## src/rtl/rsz_pkg.sv

```systemverilog
package rsz_pkg;
  localparam int IN_W   = 13;
  localparam int OUT_W  = 11;
  localparam int EXP_W  = 2;
  localparam int STEP_W = 14;
  localparam int FRAC_W = 13;
  localparam int DVD_W  = FRAC_W + IN_W + 1;
  localparam int DVS_W  = OUT_W;

  typedef enum logic [1:0] {
    ST_IDLE = 2'd0,
    ST_LOAD = 2'd1,
    ST_DIV  = 2'd2
  } rsz_state_e;

  typedef struct packed {
    logic [EXP_W-1:0]  expo;
    logic [STEP_W-1:0] step;
  } rsz_axis_t;
endpackage

```

## src/rtl/rsz_prescale.sv

```systemverilog
module rsz_prescale #(
  parameter int IN_W       = 13,
  parameter int OUT_W      = 11,
  parameter int EXP_W      = 2,
  parameter int IN_LIMIT   = 4096,
  parameter int OUT_LIMIT  = 1024,
  parameter int WORK_LIMIT = 1024,
  parameter int MAX_EXP    = 2,
  parameter int RATIO_SH   = 2
) (
  input  logic [IN_W-1:0]  in_size,
  input  logic [OUT_W-1:0] out_size,
  output logic             bad,
  output logic [EXP_W-1:0] expo,
  output logic [IN_W-1:0]  work
);
  logic [IN_W-1:0] ws [MAX_EXP+1];
  logic [MAX_EXP:0] act;

  assign ws[0]  = in_size;
  assign act[0] = 1'b1;

  for (genvar s = 0; s < MAX_EXP; s++) begin : g_halve
    logic cond;
    assign cond = (32'(ws[s]) > 32'(WORK_LIMIT)) ||
                  (32'(ws[s]) >= (32'(out_size) << 1));
    assign act[s+1] = act[s] && cond;
    assign ws[s+1]  = act[s+1] ? (ws[s] >> 1) : ws[s];
  end

  assign expo = EXP_W'($countones(act[MAX_EXP:1]));
  assign work = ws[MAX_EXP];

  always_comb begin
    bad = 1'b0;
    if (in_size == '0)                                       bad = 1'b1;
    if (32'(in_size) > 32'(IN_LIMIT))                        bad = 1'b1;
    if (32'(out_size) > 32'(OUT_LIMIT))                      bad = 1'b1;
    if (32'(out_size) < 32'd2)                               bad = 1'b1;
    if ((32'(out_size) << RATIO_SH) < 32'(in_size))          bad = 1'b1;
  end
endmodule

```

## src/rtl/rsz_divider.sv

```systemverilog
module rsz_divider #(
  parameter int DVD_W = 27,
  parameter int DVS_W = 11
) (
  input  logic             clk,
  input  logic             rst_n,
  input  logic             go,
  input  logic [DVD_W-1:0] dividend,
  input  logic [DVS_W-1:0] divisor,
  output logic             busy,
  output logic             done,
  output logic [DVD_W-1:0] quotient
);
  localparam int CNT_W = $clog2(DVD_W + 1);

  logic [DVD_W-1:0] quo_q, quo_d;
  logic [DVS_W-1:0] rem_q, rem_d;
  logic [DVS_W-1:0] dvs_q, dvs_d;
  logic [CNT_W-1:0] cnt_q, cnt_d;
  logic             busy_q, busy_d;
  logic             done_q, done_d;
  logic [DVS_W:0]   shifted, diff;

  always_comb begin
    shifted = {rem_q, quo_q[DVD_W-1]};
    diff    = shifted - {1'b0, dvs_q};
    quo_d   = quo_q;
    rem_d   = rem_q;
    dvs_d   = dvs_q;
    cnt_d   = cnt_q;
    busy_d  = busy_q;
    done_d  = 1'b0;
    if (go) begin
      quo_d  = dividend;
      rem_d  = '0;
      dvs_d  = divisor;
      cnt_d  = CNT_W'(DVD_W);
      busy_d = 1'b1;
    end else if (busy_q) begin
      if (!diff[DVS_W]) begin
        rem_d = diff[DVS_W-1:0];
        quo_d = {quo_q[DVD_W-2:0], 1'b1};
      end else begin
        rem_d = shifted[DVS_W-1:0];
        quo_d = {quo_q[DVD_W-2:0], 1'b0};
      end
      cnt_d = cnt_q - 1'b1;
      if (cnt_q == CNT_W'(1)) begin
        busy_d = 1'b0;
        done_d = 1'b1;
      end
    end
  end

  always_ff @(posedge clk or negedge rst_n) begin
    if (!rst_n) begin
      quo_q  <= '0;
      rem_q  <= '0;
      dvs_q  <= '0;
      cnt_q  <= '0;
      busy_q <= 1'b0;
      done_q <= 1'b0;
    end else begin
      quo_q  <= quo_d;
      rem_q  <= rem_d;
      dvs_q  <= dvs_d;
      cnt_q  <= cnt_d;
      busy_q <= busy_d;
      done_q <= done_d;
    end
  end

  assign busy     = busy_q;
  assign done     = done_q;
  assign quotient = quo_q;


  div_nonzero_chk: assert property (@(posedge clk) disable iff (!rst_n)
    busy_q |-> (dvs_q != '0));

  rem_bound_chk: assert property (@(posedge clk) disable iff (!rst_n)
    busy_q |-> (rem_q < dvs_q));

  go_idle_chk: assert property (@(posedge clk) disable iff (!rst_n)
    go |-> !busy_q);
endmodule

```

## src/rtl/rsz_coef_calc.sv

```systemverilog
module rsz_coef_calc
  import rsz_pkg::*;
#(
  parameter int IN_LIMIT   = 4096,
  parameter int OUT_LIMIT  = 1024,
  parameter int WORK_LIMIT = 1024,
  parameter int MAX_EXP    = 2
) (
  input  logic                        clk,
  input  logic                        rst_n,
  input  logic                        start,
  input  logic [IN_W-1:0]             v_in_size,
  input  logic [OUT_W-1:0]            v_out_size,
  input  logic [IN_W-1:0]             h_in_size,
  input  logic [OUT_W-1:0]            h_out_size,
  output logic                        done,
  output logic                        err,
  output logic [2*(EXP_W+STEP_W)-1:0] ctrl_word
);
  localparam int NAX    = 2;
  localparam int WORD_W = 2 * (EXP_W + STEP_W);

  rsz_state_e state_q, state_d;
  logic [NAX-1:0][IN_W-1:0]  in_q, in_d;
  logic [NAX-1:0][OUT_W-1:0] out_q, out_d;
  logic                      axis_q, axis_d;
  rsz_axis_t                 vres_q, vres_d;
  logic [WORD_W-1:0]         word_q, word_d;
  logic                      word_en;
  logic                      done_q, done_d;
  logic                      err_q, err_d;

  logic [NAX-1:0]            ax_bad;
  logic [NAX-1:0][EXP_W-1:0] ax_exp;
  logic [NAX-1:0][IN_W-1:0]  ax_work;

  for (genvar a = 0; a < NAX; a++) begin : g_axis
    rsz_prescale #(
      .IN_W(IN_W), .OUT_W(OUT_W), .EXP_W(EXP_W), .IN_LIMIT(IN_LIMIT),
      .OUT_LIMIT(OUT_LIMIT), .WORK_LIMIT(WORK_LIMIT), .MAX_EXP(MAX_EXP),
      .RATIO_SH(2)
    ) u_pre (
      .in_size(in_q[a]), .out_size(out_q[a]), .bad(ax_bad[a]),
      .expo(ax_exp[a]), .work(ax_work[a])
    );
  end

  logic               div_go, div_busy, div_done;
  logic [DVD_W-1:0]   div_dvd, div_quo;
  logic [DVS_W-1:0]   div_dvs;
  logic [STEP_W-1:0]  step_sat;
  rsz_axis_t          cur_res;

  assign div_dvd = DVD_W'(ax_work[axis_q] - 1'b1) << FRAC_W;
  assign div_dvs = out_q[axis_q] - 1'b1;

  rsz_divider #(.DVD_W(DVD_W), .DVS_W(DVS_W)) u_div (
    .clk(clk), .rst_n(rst_n), .go(div_go), .dividend(div_dvd),
    .divisor(div_dvs), .busy(div_busy), .done(div_done), .quotient(div_quo)
  );

  assign step_sat = (|div_quo[DVD_W-1:STEP_W]) ? '1 : div_quo[STEP_W-1:0];
  assign cur_res  = '{expo: ax_exp[axis_q], step: step_sat};

  always_comb begin
    state_d = state_q;
    in_d    = in_q;
    out_d   = out_q;
    axis_d  = axis_q;
    vres_d  = vres_q;
    word_d  = word_q;
    word_en = 1'b0;
    done_d  = 1'b0;
    err_d   = err_q;
    div_go  = 1'b0;
    unique case (state_q)
      ST_IDLE: if (start) begin
        in_d    = {h_in_size, v_in_size};
        out_d   = {h_out_size, v_out_size};
        axis_d  = 1'b0;
        state_d = ST_LOAD;
      end
      ST_LOAD: begin
        if (ax_bad[axis_q]) begin
          done_d  = 1'b1;
          err_d   = 1'b1;
          state_d = ST_IDLE;
        end else begin
          div_go  = 1'b1;
          state_d = ST_DIV;
        end
      end
      ST_DIV: if (div_done) begin
        if (!axis_q) begin
          vres_d  = cur_res;
          axis_d  = 1'b1;
          state_d = ST_LOAD;
        end else begin
          word_d  = {vres_q, cur_res};
          word_en = 1'b1;
          done_d  = 1'b1;
          err_d   = 1'b0;
          state_d = ST_IDLE;
        end
      end
      default: state_d = ST_IDLE;
    endcase
  end

  always_ff @(posedge clk or negedge rst_n) begin
    if (!rst_n) begin
      state_q <= ST_IDLE;
      in_q    <= '0;
      out_q   <= '0;
      axis_q  <= 1'b0;
      vres_q  <= '0;
      word_q  <= '0;
      done_q  <= 1'b0;
      err_q   <= 1'b0;
    end else begin
      state_q <= state_d;
      in_q    <= in_d;
      out_q   <= out_d;
      axis_q  <= axis_d;
      vres_q  <= vres_d;
      if (word_en) word_q <= word_d;
      done_q  <= done_d;
      err_q   <= err_d;
    end
  end

  assign done      = done_q;
  assign err       = err_q;
  assign ctrl_word = word_q;


  done_pulse_chk: assert property (@(posedge clk) disable iff (!rst_n)
    done |=> !done);

  err_hold_chk: assert property (@(posedge clk) disable iff (!rst_n)
    !done |-> $stable(err));

  word_hold_chk: assert property (@(posedge clk) disable iff (!rst_n)
    !(done && !err) |-> $stable(ctrl_word));

  size_latch_chk: assert property (@(posedge clk) disable iff (!rst_n)
    (state_q != ST_IDLE) |=> ($stable(in_q) && $stable(out_q)));

  exp_cap_chk: assert property (@(posedge clk) disable iff (!rst_n)
    (done && !err) |-> ((32'(ctrl_word[WORD_W-1 -: EXP_W]) <= MAX_EXP) &&
                        (32'(ctrl_word[STEP_W +: EXP_W]) <= MAX_EXP)));

  axis_order_chk: assert property (@(posedge clk) disable iff (!rst_n)
    (done && !err) |-> $past(axis_q));
endmodule

```

## config.mk

```make
export PLATFORM = sky130hd
export DESIGN_NAME = rsz_coef_calc
export DESIGN_NICKNAME = d
export VERILOG_FILES = /design/src/rtl/rsz_pkg.sv /design/src/rtl/rsz_prescale.sv /design/src/rtl/rsz_divider.sv /design/src/rtl/rsz_coef_calc.sv
export SDC_FILE = /design/constraint.sdc
export NUM_CORES = 1
export LEC_CHECK = 0
export BUFFER_PORTS_ARGS = -buffer_cell sky130_fd_sc_hd__buf_2
export CORE_MARGIN = 3
export CORE_UTILIZATION = 61
export CTS_CLUSTER_DIAMETER = 60
export DETAILED_ROUTE_END_ITERATION = 8
export PLACE_DENSITY_LB_ADDON = 0.2
export RECOVER_POWER = 25
export SLEW_MARGIN = 5
export SYNTH_ARGS = -nofsm -noshare
export SYNTH_HDL_FRONTEND = slang
export SYNTH_SLANG_ARGS = --single-unit
```

## constraint.sdc

```tcl
create_clock -name clk -period 7.3 [get_ports clk]
set_clock_uncertainty 0.15 [all_clocks]
set_input_delay 1.095 -clock clk [delete_from_list [all_inputs] [get_ports clk]]
set_output_delay 1.095 -clock clk [all_outputs]
set_load 0.03 [all_outputs]
```

[Yosys cells after proc, flatten, opt, wreduce, memory -nomap -nowiden]
Index checks and enable logic that the tools add are counted.
Word-level totals
  memory bits (writable): 0
  input port bits: 51
  register bits: 157
  memory bits (read-only): 0
  output and inout bits: 34
  latch bits: 0
  memories: 0
  word-level logic and storage cells: 123
Cells by class
  add/subtract/negate cells: 6
  equal/unequal tests: 7
  shifts and indexed selects: 0
  div/mod/pow operators: 0
  multiplexer cells: 56
  bitwise gates (word level): 1
  $lt $le $gt $ge: 17
  multipliers: 0
  reductions and logical operators: 19
Operators by type and width (count)
  2-to-1 mux 13 bit: 6
  2-to-1 mux 11 bit: 5
  2-to-1 mux 27 bit: 2
  >= comparator 13 x 12 -> 1 bit: 4
  greater-than comparator 13 x 11 -> 1 bit (second input constant): 4
  2-to-1 mux 1 bit: 31
  greater-than comparator 13 bit (second input constant): 2
  logical NOT 13 bit: 2
  less-than comparator 13 bit: 2
  greater-than comparator 11 bit (second input constant): 2
  less-than comparator 11 x 2 -> 1 bit (second input constant): 2
  2-to-1 mux 14 bit: 1
  subtractor 13 x 1 -> 14 bit (second input constant): 1
  OR reduction 13 bit: 1
  subtractor 12 x 11 -> 12 bit: 1
  subtractor 11 x 1 -> 11 bit (second input constant): 1
  2-to-1 mux 2 bit: 5
  2-to-1 mux 5 bit: 2
  AND reduction 4 bit: 2
  != test 2 bit (second input constant): 3
  case mux 1 bit (2 select lines): 3
  case mux 2 bit (3 select lines): 1
  AND reduction 3 bit: 2
  nonzero test 2 bit: 3
  other kinds (12): 18

[Longest topological paths before layout]
Gate-level depths: netlist of run 1.
  depth after elaboration: 11
  mapped depth: 27
  depth with buffers taken out: 23

[By module]
From an unflattened synthesis of run 1, not the netlist that was laid out.
Unflattened totals
  cells, all modules: 1089
  area, all modules: 10451.3 um^2
Modules (own cells, without submodules)
  rsz_coef_calc: instances 1, cells each 405, sequential area each 2527.4 um^2, area an instance 4785.8 um^2
  rsz_divider: instances 1, cells each 324, sequential area each 1401.3 um^2, area an instance 3118.0 um^2
  rsz_prescale: instances 2, cells each 180, sequential area each 0.0 um^2, area an instance 1273.7 um^2

[Least setup slack after synthesis of run 1]
OpenSTA, ideal clock, no wires.
  path kind: reg2reg
  start: reg out_q[20] (netlist bit)
  end: reg u_div.quo_q[21], in the netlist u_div.quotient[21]
  data required time: 7.030 ns
  path buffers: 3
  setup time: 0.120 ns
  cell stages (with the launch flop): 25
  path slack: 2.132 ns
  arrival: 4.899 ns
  period minus slack after synthesis: 5.168 ns
  cells stage by stage: dfrtp_1 inv_1 ha_1 a21o_1 a2111oi_0 nand2_1 nor2_1 buf_2 buf_2 clkbuf_1 o21ai_0 ha_1 and3_1 nand3_1 a211oi_1 nor2_1 nand3_1 a21oi_1 o32ai_1 inv_1 ha_1 inv_1 nor4_4 a31o_1 a31o_1
Between the ends
  longest elaborated chain between the ends: 11
  elaborated cells on any way between the ends: 23
  those cells by class: 1 x add/sub; 6 x order compare; 12 x mux; 4 x reduce/logical
RTL lines
  start: declaration: line rsz_coef_calc.sv:25  | logic [NAX-1:0][OUT_W-1:0] out_q, out_d;
  start signal: assignment: line rsz_coef_calc.sv:123  | out_q <= out_d;
  >= comparator 13 x 12 -> 1 bit: line rsz_prescale.sv:26  | (32'(ws[s]) >= (32'(out_size) << 1));
  logical OR 1 bit: line rsz_prescale.sv:25  | assign cond = (32'(ws[s]) > 32'(WORK_LIMIT)) ||
  2-to-1 mux 13 bit: line rsz_prescale.sv:28  | assign ws[s+1] = act[s+1] ? (ws[s] >> 1) : ws[s];
  greater-than comparator 13 x 11 -> 1 bit or >= comparator 13 x 12 -> 1 bit (tied branches): line rsz_prescale.sv:25, rsz_prescale.sv:26
  logical OR 1 bit: line rsz_prescale.sv:25
  logical AND 1 bit: line rsz_prescale.sv:27  | assign act[s+1] = act[s] && cond;
  2-to-1 mux 13 bit: line rsz_prescale.sv:28
  2-to-1 mux 13 bit (not written as such) (2 in a row): line rsz_coef_calc.sv:54  | assign div_dvd = DVD_W'(ax_work[axis_q] - 1'b1) << FRAC_W;
  subtractor 13 x 1 -> 14 bit: line rsz_coef_calc.sv:54
  2-to-1 mux 27 bit: line rsz_divider.sv:33  | if (go) begin
  end signal: assignment: line rsz_divider.sv:64  | quo_q <= quo_d;
  end: declaration: line rsz_divider.sv:16  | logic [DVD_W-1:0] quo_q, quo_d;
Parallel ways exist; a longest one is shown, timed or not. The select of a mux whose other input is x is not followed.
A chain may end at the register's enable or synchronous reset.

[Worst setup path after layout of run 1]
  start: reg out_q[7] (netlist bit)
  end: reg u_div.quo_q[23], in the netlist u_div.quotient[23]
The elaborated chain is that of the path after synthesis.

==> flow_summary.toml, run 1 <==
[min_path]
hold_class = "reg2reg"
whs_path_depth = 2

[clock_tree]
cts_buffer_depth = 2
htreeDepth = 4
cts_resized = 0
path_clk_slew_ns = 0.07
cts_hold_buffers = 0
clockRootBuffer = "clkbuf_16"
clk_latency_ns = 0.43
cts_tree = "done"
cts-buffers-inserted = 17
cts_setup_buffers = 0
cts_sinks = 157

[sta]
rsz0062_at_grt = "false"
tightest_slew_ns = 5.09
hold_violations = 0
fmax_mhz = 159
finalSetupTns_ns = 0
finalSetupViolations = 0
slew_headroom = -2.39
period_minus_slack_ns = 6.27
fin_crit_sh = 0.860
final_max_slew_viol_count = 142

[critical_path]
rr_worst_depth = 20
cp_slowest_cell = "a2111oi_0"
crit_type = "reg2reg"
critPathMaxFanout = 12
crit_arrival_ns = 6.46
cpPeakStageDelay_ns = 0.63
cp_cell_sequence = "inv_1 -> ha_1 -> nand2_1 -> o21ai_0 -> a221oi_4 -> nand3_1 -> o21ai_0 -> ha_1 -> a21o_1 -> a2111oi_0 -> a32oi_2 -> a31oi_4 -> a21oi_1 -> o2bb2ai_2 -> inv_1 -> ha_1 -> inv_1 -> nor4_4 -> nand4_1 -> a31oi_1"
worst_setup_path_start_kind = "register"
critPathRequiredTime_ns = 7.48
cp-end-kind = "register"

[global_route]
grt_max_degree = 97
grt_overflow = 0
grtUsageTotal = 0.268
grt_pass1_wl_microns = 39000
grt_pass1_vias = 7665
antenna_found_initial = 1

[synthesis]
synth_edf_count = 0
async_reset_ff_frac = 1.00
synth_warnings = 0
synth_area_sq_um = 10100
synth-seq-cells = 157
ys.flop_type = "dfrtp_1"
synthesis.nets = 1170
synth_cells = 1033
synthDistinctLibCells = 78
ys_seq_area_frac = 0.389
syn_area_per_cell_sq_um = 9.77

[floorplanning]
rows = 46
die_y_microns = 135
die-area_sq_um = 18100
core_area_sq_um = 16100
start_util = 0.629
io_pins = 85
die_w_microns = 135

[outcome]
violations = "capacitance limit, slew limit"
status = "finished with violations"

[final_layout]
num_antenna_cells = 0
drive_gt1_frac = 0.205
syn2layout_area_growth_pct = 11.7
nNetsFinal = 1233
fillers = 1234
mostFrequentLayoutCells = "156 x dfrtp_1, 93 x nand2_1, 85 x ha_1"
postLayoutCellArea_sq_um = 11300
final_common_cell = "dfrtp_1"

[route]
drtIter0Drc = 590
wl_microns = 23400
vias = 7818
drcViolationCount = 0
vias_per_cell = 5.90
wire_per_inst_microns = 17.7
first_pass_iters = 6
antenna_left = 0

[place]
gp_congestion = 0.939
hpwl_microns = 16800
place_area_sq_um = 10700
io_buffers = 84

[pwr]
power_density_nw_per_um2 = 500
power.leakage_uw = 0.00539
peakVddDrop_mv = 0.324
fin_total_pwr_uw = 5640

[run]
maxCapViolCount = 2
## worst paths after layout
kind	from	slack (ns)	endpoint
setup / recovery	out_q[7]$_DFFE_PN0P_	1.03	u_div.quotient[23]$_DFFE_PN0P_
hold / removal	vres_q[12]$_DFFE_PN0P_	0.33	vres_q[12]$_DFFE_PN0P_
setup reg to reg	out_q[7]$_DFFE_PN0P_	1.03	u_div.quotient[23]$_DFFE_PN0P_
hold reg to reg	vres_q[12]$_DFFE_PN0P_	0.33	vres_q[12]$_DFFE_PN0P_
max in group asynchronous	rst_n	1.79	out_q[17]$_DFFE_PN0P_
min in group asynchronous	rst_n	2.35	u_div.rem_q[3]$_DFFE_PN0P_
## layout make-up
class	instances	area [sq um]	share of cell area
inverters	78	293	0.0260
well taps	216	270	0.0240
repair buffers	91	468	0.0415
multi-input cells	751	5680	0.504
clock buffers	18	429	0.0381
flip-flops and latches	157	3930	0.349
clock inverters	14	201	0.0179
## registers in the layout, summed over array words and instances, names as in the netlist
register and count:
out_q 22, u_div.cnt_q 5, vres_q 16, done 1, state_q 2, u_div.busy 1, err 1, axis_q 1
u_div.rem_q 11, u_div.quotient 27, ctrl_word 32, in_q 26, u_div.dvs_q 11, u_div.done 1
## metal layers
layer / global-route usage / routed length, microns / vias up
li1: - / - / 3830
met1: 0.365 / 10600 / 3752
met2: 0.435 / 11300 / 192
met3: 0.0551 / 1020 / 42
met4: 0.0831 / 492 / 2
met5: 0 / 13 / -
## where the power goes
| group | internal (uW) | switching (uW) | leakage [uW] |
|---|---|---|---|
| sequential | 1170 | 416 | 0.00198 |
| combinational | 1360 | 1750 | 0.00311 |
| clock | 527 | 408 | 0.000303 |
| total | 3060 | 2580 | 0.00539 |
## critical path: cells and delay by family (launching register included)
kind	cells	cell delay, ns
adders and majority gates	3	0.76
and+or+nand+nor	4	1.27
buffers and inverters	3	0.29
AOI/OAI and AO/OA	10	3.17
DFF	1	0.51
## kinds of logic (layout without fill, tap and decap cells)
| family | Yosys count | count (layout) | share of synthesized area |
|---|---|---|---|
| flops | 157 | 157 | 0.389 |
| mux | 139 | 139 | 0.147 |
| fa+ha+maj | 86 | 86 | 0.107 |
| xor+xnor | 22 | 22 | 0.0191 |
| compound gates | 223 | 223 | 0.153 |
| simple gates | 281 | 281 | 0.135 |
| buf+inv | 125 | 201 | 0.0491 |
## cells in the mapped netlist (3+ instances only)
master,number,area [sq um]
a211o_1,3,26.3
a211oi_1,20,150
a21boi_0,6,45.0
a21o_1,9,67.6
a21oi_1,32,160
a31o_1,5,43.8
a31oi_1,10,62.6
and3_1,3,18.8
buf_1,4,15.0
buf_2,5,25.0
clkbuf_1,34,128
dfrtp_1,157,3930
ha_1,85,1060
inv_1,78,293
mux2_2,71,800
mux2i_1,66,661
nand2_1,94,353
nand2b_1,7,43.8
nand3_1,19,95.1
nand4_1,9,56.3
nor2_1,82,308
nor2_2,3,18.8
nor2b_1,9,56.3
nor3_1,20,100
nor3b_1,3,22.5
nor4_1,10,62.6
o211ai_1,3,22.5
o21a_1,6,45.0
o21ai_0,80,400
o31ai_1,12,90.1
or2_2,4,25.0
or3_1,3,18.8
xnor2_1,19,166
xor2_1,3,26.3
## stage by stage
| stage | hold WS, ns | setup WS, ns | std cells | utilization |
|---|---|---|---|---|
| 6_report | 0.326 | 1.03 | 1325 | 0.702 |
| 5_1_grt | 0.354 | 0.446 | 1325 | 0.702 |
| 4_1_cts | 0.332 | 1.08 | 1325 | 0.703 |
| 3_5_place_dp | 0.317 | 1.11 | 1293 | 0.663 |
| 3_3_place_gp | 0.308 | 1.23 | 1293 | 0.663 |
| 2_1_floorplan | 0.296 | 2.13 | 1033 | - |
No activity file was read; power rests on OpenSTA's default activity.
==> run 2, diff against run 1 <==
--- a/config.mk
+++ b/config.mk
@@ -13,4 +13,5 @@
 export PLACE_DENSITY_LB_ADDON = 0.2
 export RECOVER_POWER = 25
+export REMOVE_ABC_BUFFERS = 1
 export SLEW_MARGIN = 5
 export SYNTH_ARGS = -nofsm -noshare
--- a/constraint.sdc
+++ b/constraint.sdc
@@ -3,3 +3,3 @@
 set_input_delay 1.095 -clock clk [delete_from_list [all_inputs] [get_ports clk]]
 set_output_delay 1.095 -clock clk [all_outputs]
-set_load 0.03 [all_outputs]
+set_load 0.1 [all_outputs]
==> flow_summary.toml, run 2 (synthesis results as in run 1) <==
[outcome]
status = "finished with violations"
violations = "capacitance limit, slew limit"

[clock_tree]
cts_hold_buffers = 0
cts_buffer_depth = 2
cts_tree = "done"
cts-buffers-inserted = 17
cts_setup_buffers = 0
htreeDepth = 4
clk_latency_ns = 0.43
cts_resized = 0
clockRootBuffer = "clkbuf_16"
path_clk_slew_ns = 0.07
cts_sinks = 157

[pwr]
p_sw_frac = 0.456
peakVddDrop_mv = 0.279
p_seq_frac = 0.281
internal_power_uw = 3060
power_frac_clock = 0.162
pwr-share-comb = 0.557
power.leakage_uw = 0.00539
power_density_nw_per_um2 = 500
p_sw_uw = 2560

[critical_path]
critPathRequiredTime_ns = 7.47
cp-end-kind = "register"
r2r_slack_ns = 0.96
worst_setup_path_start_kind = "register"
critPathMaxFanout = 12
crit_type = "reg2reg"
rr_endpoint = "u_div.quotient[21]$_DFFE_PN0P_"
r2r_start = "out_q[7]$_DFFE_PN0P_"
rr_worst_depth = 21
crit_arrival_ns = 6.51

[floorplanning]
io_pins = 85
die_y_microns = 135
rows = 46
core_area_sq_um = 16100
start_util = 0.629
die-area_sq_um = 18100
die_w_microns = 135

[global_route]
grtUsageTotal = 0.259
grt_pass1_wl_microns = 37900
grt_pass1_vias = 7597
grt_overflow = 0
antenna_found_initial = 0
grt_max_degree = 93

[sta]
tightest_slew_ns = 4.75
finalSetupViolations = 0
rsz0062_at_grt = "false"
fmax_mhz = 158
hold_violations = 0
slew_headroom = -2.17
period_minus_slack_ns = 6.34
final_max_slew_viol_count = 93
finalSetupTns_ns = 0
fin_crit_sh = 0.868

[final_layout]
nNetsFinal = 1233
num_antenna_cells = 0
mostFrequentLayoutCells = "156 x dfrtp_1, 93 x nand2_1, 85 x ha_1"
final_common_cell = "dfrtp_1"
largest_reg_flops = 32
syn2layout_area_growth_pct = 11.4
drive_gt1_frac = 0.206
fillers = 1265
postLayoutCellArea_sq_um = 11200

[route]
wire_per_inst_microns = 17.3
vias_per_cell = 5.92
vias = 7844
drtIter0Drc = 600
antenna_left = 0
wl_microns = 22900
drcViolationCount = 0
first_pass_iters = 6

[min_path]
whs_path_depth = 2
hold_end = "ctrl_word[0]$_DFFE_PN0P_"
hold_class = "reg2reg"
min_from = "ctrl_word[0]$_DFFE_PN0P_"

[place]
io_buffers = 84
hpwl_microns = 16600
gp_congestion = 0.945
place_area_sq_um = 10700

[run]
maxCapViolCount = 1
run 2: layer usage:
layer / track usage / share of wire / up-vias
met3: 0.0328 / 0.038 / 45
li1: - / - / 3821
met5: 0 / 0 / -
met1: 0.354 / 0.46 / 3785
met4: 0.0911 / 0.026 / 0
met2: 0.429 / 0.48 / 193
run 2: worst max path at each step:
stage | from | slack (ns) | depth (start not counted) | to
finish | out_q[7]$_DFFE_PN0P_ | 0.96 | 21 | u_div.quotient[21]$_DFFE_PN0P_
global placement | out_q[7]$_DFFE_PN0P_ | 1.15 | 20 | u_div.quotient[21]$_DFFE_PN0P_
detailed placement | out_q[7]$_DFFE_PN0P_ | 1.10 | 21 | u_div.quotient[21]$_DFFE_PN0P_
CTS | out_q[7]$_DFFE_PN0P_ | 1.05 | 21 | u_div.quotient[21]$_DFFE_PN0P_
global route | out_q[7]$_DFFE_PN0P_ | 0.40 | 21 | u_div.quotient[21]$_DFFE_PN0P_
floorplan | out_q[20]$_DFFE_PN0P_ | 1.49 | 21 | u_div.quotient[21]$_DFFE_PN0P_
run 2: metrics by stage:
step	total power (uW)	utilization	worst slack (ns)	instances	hold WS, ns
5_1_grt	6090	0.700	0.402	1325	0.360
3_5_place_dp	4670	0.663	1.10	1293	0.318
3_3_place_gp	4590	0.663	1.15	1293	0.310
4_1_cts	5610	0.701	1.05	1325	0.333
2_1_floorplan	3880	-	1.49	986	0.296
6_report	5620	0.700	0.964	1325	0.326
run 2: cell type report:
| cell class | count | area, sq um | share of cell area |
|---|---|---|---|
| multi-input cells | 751 | 5680 | 0.505 |
| flip-flops and latches | 157 | 3930 | 0.350 |
| repair buffers | 91 | 472 | 0.0420 |
| clock buffers | 17 | 425 | 0.0378 |
| inverters | 78 | 293 | 0.0260 |
| well taps | 216 | 270 | 0.0240 |
| clock inverters | 15 | 173 | 0.0154 |
run 2: critical path, cell delays in order, from the launching register on:
cell	delay (ns)
dfrtp_1	0.53
inv_1	0.12
ha_1	0.32
nand2_1	0.12
o21ai_0	0.16
a221oi_4	0.46
nand3_1	0.51
mux2i_1	0.47
ha_1	0.31
nand4b_1	0.09
a31oi_1	0.10
o41ai_1	0.53
a32oi_2	0.24
a221o_1	0.35
a31oi_1	0.26
o32ai_1	0.23
inv_1	0.18
ha_1	0.18
inv_1	0.09
nor4_4	0.44
nand4_1	0.15
a31o_1	0.24
run 2: power groups by stage:
stage	clock network (uW)	logic, uW	registers [uW]
after floorplan	0	2390	1490
after global placement	0	3010	1580
after detailed placement	0	3090	1580
after CTS	921	3120	1570
after global routing	954	3510	1620
final	912	3130	1580
